$ cat src/rtl/exc_ctx_pkg.sv
package exc_ctx_pkg;
  localparam int XLEN    = 32;
  localparam int ADDR_W  = 6;
  localparam int NUM_CLS = 3;

  typedef enum logic [1:0] {
    CLS_BASE = 2'd0,
    CLS_CRIT = 2'd1,
    CLS_DBG  = 2'd2,
    CLS_NONE = 2'd3
  } exc_cls_e;

  localparam logic [ADDR_W-1:0] RA_MSR       = 6'h00;
  localparam logic [ADDR_W-1:0] RA_VERSION   = 6'h01;
  localparam logic [ADDR_W-1:0] RA_CORE_ID   = 6'h02;
  localparam logic [ADDR_W-1:0] RA_PTAG      = 6'h03;
  localparam logic [ADDR_W-1:0] RA_FAULT     = 6'h04;
  localparam logic [ADDR_W-1:0] RA_SYND      = 6'h05;
  localparam logic [ADDR_W-1:0] RA_VPFX      = 6'h06;
  localparam logic [ADDR_W-1:0] RA_SAVE_BASE = 6'h08;
  localparam logic [ADDR_W-1:0] RA_SCR_BASE  = 6'h10;
  localparam logic [ADDR_W-1:0] RA_OFS_BASE  = 6'h20;

  localparam int EE_POS = 15;
  localparam int CE_POS = 17;
  localparam int DE_POS = 9;

  localparam logic [XLEN-1:0] VERSION_WORD = 32'h8112_0000;

  // enable bit owned by each class in the machine-state word
  function automatic logic [XLEN-1:0] cls_enable_mask(input logic [1:0] cls);
    logic [XLEN-1:0] m;
    m = '0;
    case (cls)
      CLS_BASE: m[EE_POS] = 1'b1;
      CLS_CRIT: m[CE_POS] = 1'b1;
      CLS_DBG:  m[DE_POS] = 1'b1;
      default:  m = '0;
    endcase
    return m;
  endfunction
endpackage

$ cat src/rtl/exc_save_bank.sv
module exc_save_bank #(
  parameter int W = 32
) (
  input  logic         clk,
  input  logic         rst_n,
  input  logic         hw_save,
  input  logic [W-1:0] save_pc,
  input  logic [W-1:0] save_msr,
  input  logic         sw_we0,
  input  logic         sw_we1,
  input  logic [W-1:0] sw_wdata,
  output logic [W-1:0] ctx0_q,
  output logic [W-1:0] ctx1_q
);
  // hardware capture has priority over the software port
  always_ff @(posedge clk or negedge rst_n) begin
    if (!rst_n) begin
      ctx0_q <= '0;
      ctx1_q <= '0;
    end else if (hw_save) begin
      ctx0_q <= save_pc;
      ctx1_q <= save_msr;
    end else begin
      if (sw_we0) ctx0_q <= sw_wdata;
      if (sw_we1) ctx1_q <= sw_wdata;
    end
  end
endmodule

$ cat src/rtl/exc_vector_gen.sv
module exc_vector_gen
  import exc_ctx_pkg::*;
#(
  parameter int NUM_OFS = 15,
  parameter int IDX_W   = 4
) (
  input  logic              clk,
  input  logic              rst_n,
  input  logic              sw_wr,
  input  logic [ADDR_W-1:0] sw_addr,
  input  logic [XLEN-1:4]   sw_wdata,
  input  logic [IDX_W-1:0]  vec_idx,
  output logic [XLEN-1:0]   handler_addr,
  output logic [XLEN-1:0]   rd_data
);
  localparam int HALF_W = XLEN / 2;
  localparam int OFS_W  = HALF_W - 4;

  logic [HALF_W-1:0] pfx_q;
  logic [OFS_W-1:0]  ofs_q [NUM_OFS];
  logic [OFS_W-1:0]  ofs_sel;
  logic [XLEN-1:0]   ofs_rd;

  always_ff @(posedge clk or negedge rst_n) begin
    if (!rst_n)                          pfx_q <= '0;
    else if (sw_wr && sw_addr == RA_VPFX) pfx_q <= sw_wdata[XLEN-1:HALF_W];
  end

  for (genvar i = 0; i < NUM_OFS; i++) begin : g_ofs
    always_ff @(posedge clk or negedge rst_n) begin
      if (!rst_n)
        ofs_q[i] <= '0;
      else if (sw_wr && sw_addr == RA_OFS_BASE + ADDR_W'(i))
        ofs_q[i] <= sw_wdata[HALF_W-1:4];
    end
  end

  always_comb begin
    ofs_sel = '0;
    for (int i = 0; i < NUM_OFS; i++)
      if (vec_idx == IDX_W'(i)) ofs_sel = ofs_q[i];
  end

  always_comb begin
    ofs_rd = '0;
    for (int i = 0; i < NUM_OFS; i++)
      if (sw_addr == RA_OFS_BASE + ADDR_W'(i))
        ofs_rd = {{HALF_W{1'b0}}, ofs_q[i], 4'h0};
  end

  assign handler_addr = {pfx_q, ofs_sel, 4'h0};
  assign rd_data = ((sw_addr == RA_VPFX) ? {pfx_q, {HALF_W{1'b0}}} : '0) | ofs_rd;
endmodule

$ cat src/rtl/exc_misc_regs.sv
module exc_misc_regs
  import exc_ctx_pkg::*;
#(
  parameter int NUM_SCR = 8,
  parameter int PID_W   = 8
) (
  input  logic              clk,
  input  logic              rst_n,
  input  logic              sw_wr,
  input  logic [ADDR_W-1:0] sw_addr,
  input  logic [XLEN-1:0]   sw_wdata,
  input  logic              fault_ld,
  input  logic [XLEN-1:0]   fault_addr,
  input  logic              synd_ld,
  input  logic [XLEN-1:0]   syndrome,
  output logic [XLEN-1:0]   fault_q,
  output logic [XLEN-1:0]   rd_data
);
  logic [XLEN-1:0]  synd_q;
  logic [PID_W-1:0] ptag_q;
  logic [XLEN-1:0]  scr_q [NUM_SCR];
  logic [XLEN-1:0]  scr_rd;

  always_ff @(posedge clk or negedge rst_n) begin
    if (!rst_n)                            fault_q <= '0;
    else if (fault_ld)                     fault_q <= fault_addr;
    else if (sw_wr && sw_addr == RA_FAULT) fault_q <= sw_wdata;
  end

  always_ff @(posedge clk or negedge rst_n) begin
    if (!rst_n)                           synd_q <= '0;
    else if (synd_ld)                     synd_q <= syndrome;
    else if (sw_wr && sw_addr == RA_SYND) synd_q <= sw_wdata;
  end

  always_ff @(posedge clk or negedge rst_n) begin
    if (!rst_n)                           ptag_q <= '0;
    else if (sw_wr && sw_addr == RA_PTAG) ptag_q <= sw_wdata[PID_W-1:0];
  end

  for (genvar i = 0; i < NUM_SCR; i++) begin : g_scr
    always_ff @(posedge clk or negedge rst_n) begin
      if (!rst_n)
        scr_q[i] <= '0;
      else if (sw_wr && sw_addr == RA_SCR_BASE + ADDR_W'(i))
        scr_q[i] <= sw_wdata;
    end
  end

  always_comb begin
    scr_rd = '0;
    for (int i = 0; i < NUM_SCR; i++)
      if (sw_addr == RA_SCR_BASE + ADDR_W'(i)) scr_rd = scr_q[i];
  end

  always_comb begin
    rd_data = scr_rd;
    case (sw_addr)
      RA_FAULT: rd_data = fault_q;
      RA_SYND:  rd_data = synd_q;
      RA_PTAG:  rd_data = {{(XLEN-PID_W){1'b0}}, ptag_q};
      default:  ;
    endcase
  end
endmodule

$ cat src/rtl/exc_ctx_regs.sv
module exc_ctx_regs
  import exc_ctx_pkg::*;
#(
  parameter logic [XLEN-1:0] PROC_ID = '0,
  parameter int              PID_W   = 8,
  parameter int              NUM_SCR = 8,
  parameter int              NUM_OFS = 15,
  parameter logic [XLEN-1:0] MSR_RST = '0,
  localparam int             VIDX_W  = $clog2(NUM_OFS + 1)
) (
  input  logic              clk,
  input  logic              rst_n,
  input  logic              exc_take,
  input  logic [1:0]        exc_class,
  input  logic [VIDX_W-1:0] exc_vec_idx,
  input  logic [XLEN-1:0]   exc_resume_pc,
  input  logic              exc_dear_load,
  input  logic [XLEN-1:0]   exc_fault_addr,
  input  logic              exc_esr_load,
  input  logic [XLEN-1:0]   exc_syndrome,
  output logic [XLEN-1:0]   handler_addr,
  input  logic              ret_valid,
  input  logic [1:0]        ret_class,
  output logic              redirect_valid,
  output logic [XLEN-1:0]   redirect_addr,
  output logic [XLEN-1:0]   msr_out,
  input  logic              sw_wr,
  input  logic [ADDR_W-1:0] sw_addr,
  input  logic [XLEN-1:0]   sw_wdata,
  output logic [XLEN-1:0]   sw_rdata
);
  localparam int FLAT_W = NUM_CLS * XLEN;

  logic              take_ok;
  logic              ret_ok;
  logic [XLEN-1:0]   msr_q;
  logic [FLAT_W-1:0] save0_flat;
  logic [FLAT_W-1:0] save1_flat;
  logic [XLEN-1:0]   ret_pc;
  logic [XLEN-1:0]   ret_msr;
  logic [XLEN-1:0]   save_rd;
  logic [XLEN-1:0]   core_rd;
  logic [XLEN-1:0]   misc_rd;
  logic [XLEN-1:0]   vec_rd;
  logic [XLEN-1:0]   dear_q;

  // class 3 is inert; an entry drops a return in the same cycle
  assign take_ok = exc_take && (exc_class != CLS_NONE);
  assign ret_ok  = ret_valid && (ret_class != CLS_NONE) && !take_ok;

  for (genvar c = 0; c < NUM_CLS; c++) begin : g_bank
    exc_save_bank #(.W(XLEN)) u_bank (
      .clk      (clk),
      .rst_n    (rst_n),
      .hw_save  (take_ok && exc_class == 2'(c)),
      .save_pc  (exc_resume_pc),
      .save_msr (msr_q),
      .sw_we0   (sw_wr && sw_addr == RA_SAVE_BASE + ADDR_W'(2 * c)),
      .sw_we1   (sw_wr && sw_addr == RA_SAVE_BASE + ADDR_W'(2 * c + 1)),
      .sw_wdata (sw_wdata),
      .ctx0_q   (save0_flat[c*XLEN +: XLEN]),
      .ctx1_q   (save1_flat[c*XLEN +: XLEN])
    );
  end

  always_comb begin
    ret_pc  = '0;
    ret_msr = '0;
    for (int c = 0; c < NUM_CLS; c++)
      if (ret_class == 2'(c)) begin
        ret_pc  = save0_flat[c*XLEN +: XLEN];
        ret_msr = save1_flat[c*XLEN +: XLEN];
      end
  end

  // machine-state word: entry, then return, then software
  always_ff @(posedge clk or negedge rst_n) begin
    if (!rst_n)                          msr_q <= MSR_RST;
    else if (take_ok)                    msr_q <= msr_q & ~cls_enable_mask(exc_class);
    else if (ret_ok)                     msr_q <= ret_msr;
    else if (sw_wr && sw_addr == RA_MSR) msr_q <= sw_wdata;
  end

  assign msr_out        = msr_q;
  assign redirect_valid = ret_ok;
  assign redirect_addr  = ret_ok ? ret_pc : '0;

  exc_vector_gen #(.NUM_OFS(NUM_OFS), .IDX_W(VIDX_W)) u_vec (
    .clk          (clk),
    .rst_n        (rst_n),
    .sw_wr        (sw_wr),
    .sw_addr      (sw_addr),
    .sw_wdata     (sw_wdata[XLEN-1:4]),
    .vec_idx      (exc_vec_idx),
    .handler_addr (handler_addr),
    .rd_data      (vec_rd)
  );

  exc_misc_regs #(.NUM_SCR(NUM_SCR), .PID_W(PID_W)) u_misc (
    .clk        (clk),
    .rst_n      (rst_n),
    .sw_wr      (sw_wr),
    .sw_addr    (sw_addr),
    .sw_wdata   (sw_wdata),
    .fault_ld   (take_ok && exc_dear_load),
    .fault_addr (exc_fault_addr),
    .synd_ld    (take_ok && exc_esr_load),
    .syndrome   (exc_syndrome),
    .fault_q    (dear_q),
    .rd_data    (misc_rd)
  );

  always_comb begin
    save_rd = '0;
    for (int c = 0; c < NUM_CLS; c++) begin
      if (sw_addr == RA_SAVE_BASE + ADDR_W'(2 * c))     save_rd = save0_flat[c*XLEN +: XLEN];
      if (sw_addr == RA_SAVE_BASE + ADDR_W'(2 * c + 1)) save_rd = save1_flat[c*XLEN +: XLEN];
    end
  end

  always_comb begin
    case (sw_addr)
      RA_MSR:     core_rd = msr_q;
      RA_VERSION: core_rd = VERSION_WORD;
      RA_CORE_ID: core_rd = PROC_ID;
      default:    core_rd = '0;
    endcase
  end

  assign sw_rdata = core_rd | save_rd | misc_rd | vec_rd;
endmodule

$ cat config.mk
export PLATFORM = sky130hd
export DESIGN_NAME = exc_ctx_regs
export DESIGN_NICKNAME = d
export VERILOG_FILES = /design/src/rtl/exc_ctx_pkg.sv /design/src/rtl/exc_save_bank.sv /design/src/rtl/exc_vector_gen.sv /design/src/rtl/exc_misc_regs.sv /design/src/rtl/exc_ctx_regs.sv
export SDC_FILE = /design/constraint.sdc
export NUM_CORES = 2
export LEC_CHECK = 0
export BUFFER_PORTS_ARGS = -buffer_cell sky130_fd_sc_hd__buf_2
export CELL_PAD_IN_SITES_DETAIL_PLACEMENT = 1
export CELL_PAD_IN_SITES_GLOBAL_PLACEMENT = 2
export CORE_UTILIZATION = 31
export CTS_CLUSTER_SIZE = 16
export DETAILED_ROUTE_END_ITERATION = 6
export GPL_TIMING_DRIVEN = 1
export PLACE_DENSITY = 0.68
export SLEW_MARGIN = 20
export SYNTH_ARGS = -nofsm -noshare
export SYNTH_HDL_FRONTEND = slang
export SYNTH_SLANG_ARGS = --single-unit
$ cat constraint.sdc
create_clock -name clk -period 3.04 [get_ports clk]
set_input_delay 0.304 -clock clk [delete_from_list [all_inputs] [get_ports clk]]
set_output_delay 0.304 -clock clk [all_outputs]
set_load 0.02 [all_outputs]
==> impl_results.md <==
- Max-slew headroom at the worst pin: 0.3408
- Share of Yosys cell area claimed by the top area cell type: 0.4656
- Global Route Usage Sum: 0.2661
- Global route overflow: 0
- Sort of element at the end of the critical path: primary output
- Multi-input combinational cell area: 19940 um^2
- Number of buffers added on ports: ~270
- Number of max-slew violations in the final report: 0
- Fillcell total: about 14000
- Global-route track usage on met1: 0.3567
- Failing checks: DRC
- Areal power density over the cells: roughly 590 nW/um^2
- Drt first-iter violations: 2642
- Layout overhead on the synthesized area: 22.32%
- Met2 usage in global routing: 0.4333
- Maximum level of the CTS H-tree: 3
- Share of cells above drive strength 1: 0.3160
- Unrepaired setup endpoints after global routing: true
- Number of distinct library cell variants in the gate-level netlist after synthesis: between 80 and 90
- HPWL after DPL: about 120 mm
- Shortest period the worst path allows: around 3.0 ns
- Mean cell area of the mapped netlist: between 10 and 15 um^2
- Post-route clock skew: about 0.027 ns
- CTS tree: yes
- Max clock buf depth: 3
- GR peak layer: met2
- Routability cong.: slightly above 0.9
- Ordered cell list for the critical path: mux4_2 > a22oi_2 > a31oi_2 > or4_4 > buf_6
- Async S/R FF share, synth: 1.000
- Die Footprint: 131100 um^2
- Transition time of the tightest slew-check pin: ~0.99 ns
- Vias after detailed routing: about 33000
- FF+latch count, synth: ~750
- Die X-Extent: 362.1 um
- Chip Height: about 360 um
- Setup slack on the worst flop-to-flop path: about 1.8 ns
- Clock Pin Slew Worst Setup and Hold Paths: 0.06 ns
- First-pass detailed-route iteration total: 7
- Pin count of the biggest net entering global routing: between 100 and 150
- Critical path data required time: roughly 2.7 ns
- Most frequent cells in the layout: sky130_fd_sc_hd__dfrtp_1 (747), sky130_fd_sc_hd__mux2_2 (477), sky130_fd_sc_hd__mux2i_1 (368)
- Worst-skew pair later-pin latency: between 0.7 and 0.8 ns
- Kind of critical path: reg2out
- Main flop type after synthesis: sky130_fd_sc_hd__dfrtp_1
- Number of sinks on the clock net: roughly 750
- Number of hold-slack violations in the final timing report: 0
- Routed wire per std cell: roughly 30 um
- Synthesized cell area: between 40000 and 50000 um^2
- Number of rows created at floorplan: 131
- Top achievable clock speed: 332.0 MHz
- Commonest non-fill, non-tap cell in the layout: sky130_fd_sc_hd__dfrtp_1
- Vias per inst: 5.682
- Synthesized instance count: 3714
- Final nets: 4238
- Status: complete, but fails checks
- Arrival time of the worst setup path: approximately 2.7 ns
- Final setup TNS: 0 ns
- Critical path destination: sw_rdata[13]
- Top area cells in the synthesized netlist: sky130_fd_sc_hd__dfrtp_1 (47%), sky130_fd_sc_hd__mux2_2 (13%), sky130_fd_sc_hd__mux2i_1 (9.2%)
- Worst hold-check path type: in2reg
- Number of enable flip-flop cells after synthesis: 0
- Capture instance of the worst register-to-register path: msr_out[17]
- Sequential-to-total area share from yosys stat: 0.4656
- Root buffer cell: sky130_fd_sc_hd__clkbuf_16
- Setup violation total in the final timing report: 0
- Worst hold slack: 0.09050 ns
- Yosys top cell by area: sky130_fd_sc_hd__dfrtp_1
- Period utilisation layout: 0.9909
- Drt drc: 2
- Core area: around 130000 um^2
- Global-route met3 utilization: 0.04149
- Startpoint of the most critical register-to-register path: g_bank[1].u_bank.ctx1_q[17]
- CP startpoint: u_vec.ofs_q[141]
- Initial antenna violation count: 5
- Worst voltage drop across the vdd grid: approximately 0.41 mV
- Number of CTS-inserted buffers: 90
- Top-level I/O count: ~280
- FF/Latch Area: approximately 19000 um^2
- Wire length of the first global-routing pass: ~260 mm
- Final wirelength: 176.3 mm
- Type of element launching the critical path: flip-flop
- Leak Pwr: around 0.023 uW
- Synth warn: 0
- Crit path max-delay cell type: sky130_fd_sc_hd__or4_4
- Starting Density: 0.3137
- Worst reg-to-reg path cell count: 5
- Stage delay of the slowest cell on the critical path: roughly 0.54 ns
- Max Cap Viol: 0
- Antenna Nets Post-Route: 0
- Critical path peak fanout: 3
- Via count of the first global-routing pass: 34836
[what timing repair did]
item | CTS | global route
buffers inserted | 4 | 3
endpoints found under the setup margin | 11 | 9
endpoints found under the hold margin | 236 | 0
hold buffers | 93 | 0
pin swaps | 7 | 7
gates resized for setup | 25 | 16
[state kept, by name (all words and copies together), names as in the netlist]
name	cells
g_bank.u_bank.ctx1_q	96
u_misc.ptag_q	8
u_misc.synd_q	32
u_misc.fault_q	32
u_vec.ofs_q	180
g_bank.u_bank.ctx0_q	96
u_misc.scr_q	256
msr_out	32
u_vec.pfx_q	16
[logic make-up after synthesis]
| logic type | count (synthesis) | share of synthesized area |
|---|---|---|
| buffers and inverters | 388 | 0.04528 |
| DFF | 748 | 0.4656 |
| muxes | 919 | 0.2580 |
| AOI/OAI and AO/OA | 867 | 0.1386 |
| and+or+nand+nor | 791 | 0.09249 |
| other | 1 | 0.00009328 |
[worst max-delay path: cells and delay by family (launching register included)]
family	cells	cell delay, ns
AO/OA/AOI/OAI	2	0.37
buffers and inverters	1	0.18
flip-flops	1	0.39
multiplexers	1	0.51
AND/OR/NAND/NOR	1	0.54
[cell type report]
class	count	area share
multi-input cells	2581	0.4055
inverters	10	0.0007633
repair buffers	658	0.1079
diodes	3	0.0001527
clock buffers	128	0.05256
clock inverters	33	0.008472
flip-flops and latches	748	0.3806
well taps	1729	0.04399
[through the flow]
stage	std cells	setup slack, ns	utilization	total power [uW]	area [um^2]
4_1_cts	5885	-0.01958	0.3830	29420	49100
3_5_place_dp	5628	-0.3552	0.3514	18150	45040
3_3_place_gp	5628	-0.3426	0.3514	18000	45040
5_1_grt	5887	-0.07918	0.3836	30390	49170
2_1_floorplan	3717	0.6799	-	15620	40210
6_report	5890	0.02760	0.3837	29250	49180
[where the power goes]
| part | leakage (uW) | switching, uW | internal (uW) | total [uW] |
|---|---|---|---|---|
| Clock | 0.00147 | 4780 | 6310 | 11100 |
| Combinational | 0.0124 | 2820 | 2310 | 5130 |
| Sequential | 0.00956 | 1530 | 11500 | 13000 |
| Total | 0.0235 | 9130 | 20100 | 29200 |
[routing by layer]
metal,vias up,routed length (um)
met5,-,13
met4,2,6496
met3,315,10280
met2,1153,82890
met1,17627,76620
li1,14370,-
[cells in the mapped netlist, types with 6 or more instances]
cell,n
sky130_fd_sc_hd__mux2_2,477
sky130_fd_sc_hd__nand2b_1,22
sky130_fd_sc_hd__a221oi_1,22
sky130_fd_sc_hd__a32oi_1,9
sky130_fd_sc_hd__nor3_1,23
sky130_fd_sc_hd__o21ai_0,209
sky130_fd_sc_hd__o32ai_1,11
sky130_fd_sc_hd__nor2_1,284
sky130_fd_sc_hd__a222oi_1,15
sky130_fd_sc_hd__nand2_1,259
sky130_fd_sc_hd__o21ai_1,9
sky130_fd_sc_hd__a2bb2oi_1,38
sky130_fd_sc_hd__a2111oi_0,10
sky130_fd_sc_hd__dfrtp_1,748
sky130_fd_sc_hd__inv_1,10
sky130_fd_sc_hd__o2bb2ai_1,12
sky130_fd_sc_hd__mux4_2,43
sky130_fd_sc_hd__clkbuf_1,204
sky130_fd_sc_hd__a22oi_1,150
sky130_fd_sc_hd__nand4_1,28
sky130_fd_sc_hd__buf_4,27
sky130_fd_sc_hd__a211oi_1,12
sky130_fd_sc_hd__nor2b_1,20
sky130_fd_sc_hd__a21oi_1,239
sky130_fd_sc_hd__o211ai_1,10
sky130_fd_sc_hd__mux2i_1,368
sky130_fd_sc_hd__o22ai_1,43
sky130_fd_sc_hd__nand2_2,6
sky130_fd_sc_hd__mux2_1,31
sky130_fd_sc_hd__o221ai_1,16
sky130_fd_sc_hd__or3_1,6
sky130_fd_sc_hd__buf_2,114
sky130_fd_sc_hd__and3_1,30
sky130_fd_sc_hd__a31oi_1,6
sky130_fd_sc_hd__nand3_1,50
sky130_fd_sc_hd__buf_1,17
sky130_fd_sc_hd__a221o_1,13
sky130_fd_sc_hd__buf_6,16
[worst min-delay path by stage]
stage               slack, ns  depth (start not counted)                         end          startpoint
finish                   0.09                          3  g_bank[1].u_bank.ctx0_q[2]         sw_wdata[2]
global route             0.09                          3  g_bank[1].u_bank.ctx0_q[2]         sw_wdata[2]
CTS                      0.04                          3          u_misc.fault_q[18]  exc_fault_addr[18]
detailed placement       0.30                          1           u_misc.fault_q[8]               rst_n
global placement         0.30                          1           u_misc.fault_q[8]               rst_n
floorplan               0.008                          0  g_bank[0].u_bank.ctx0_q[0]               rst_n
(Power assumes the default switching activity.)
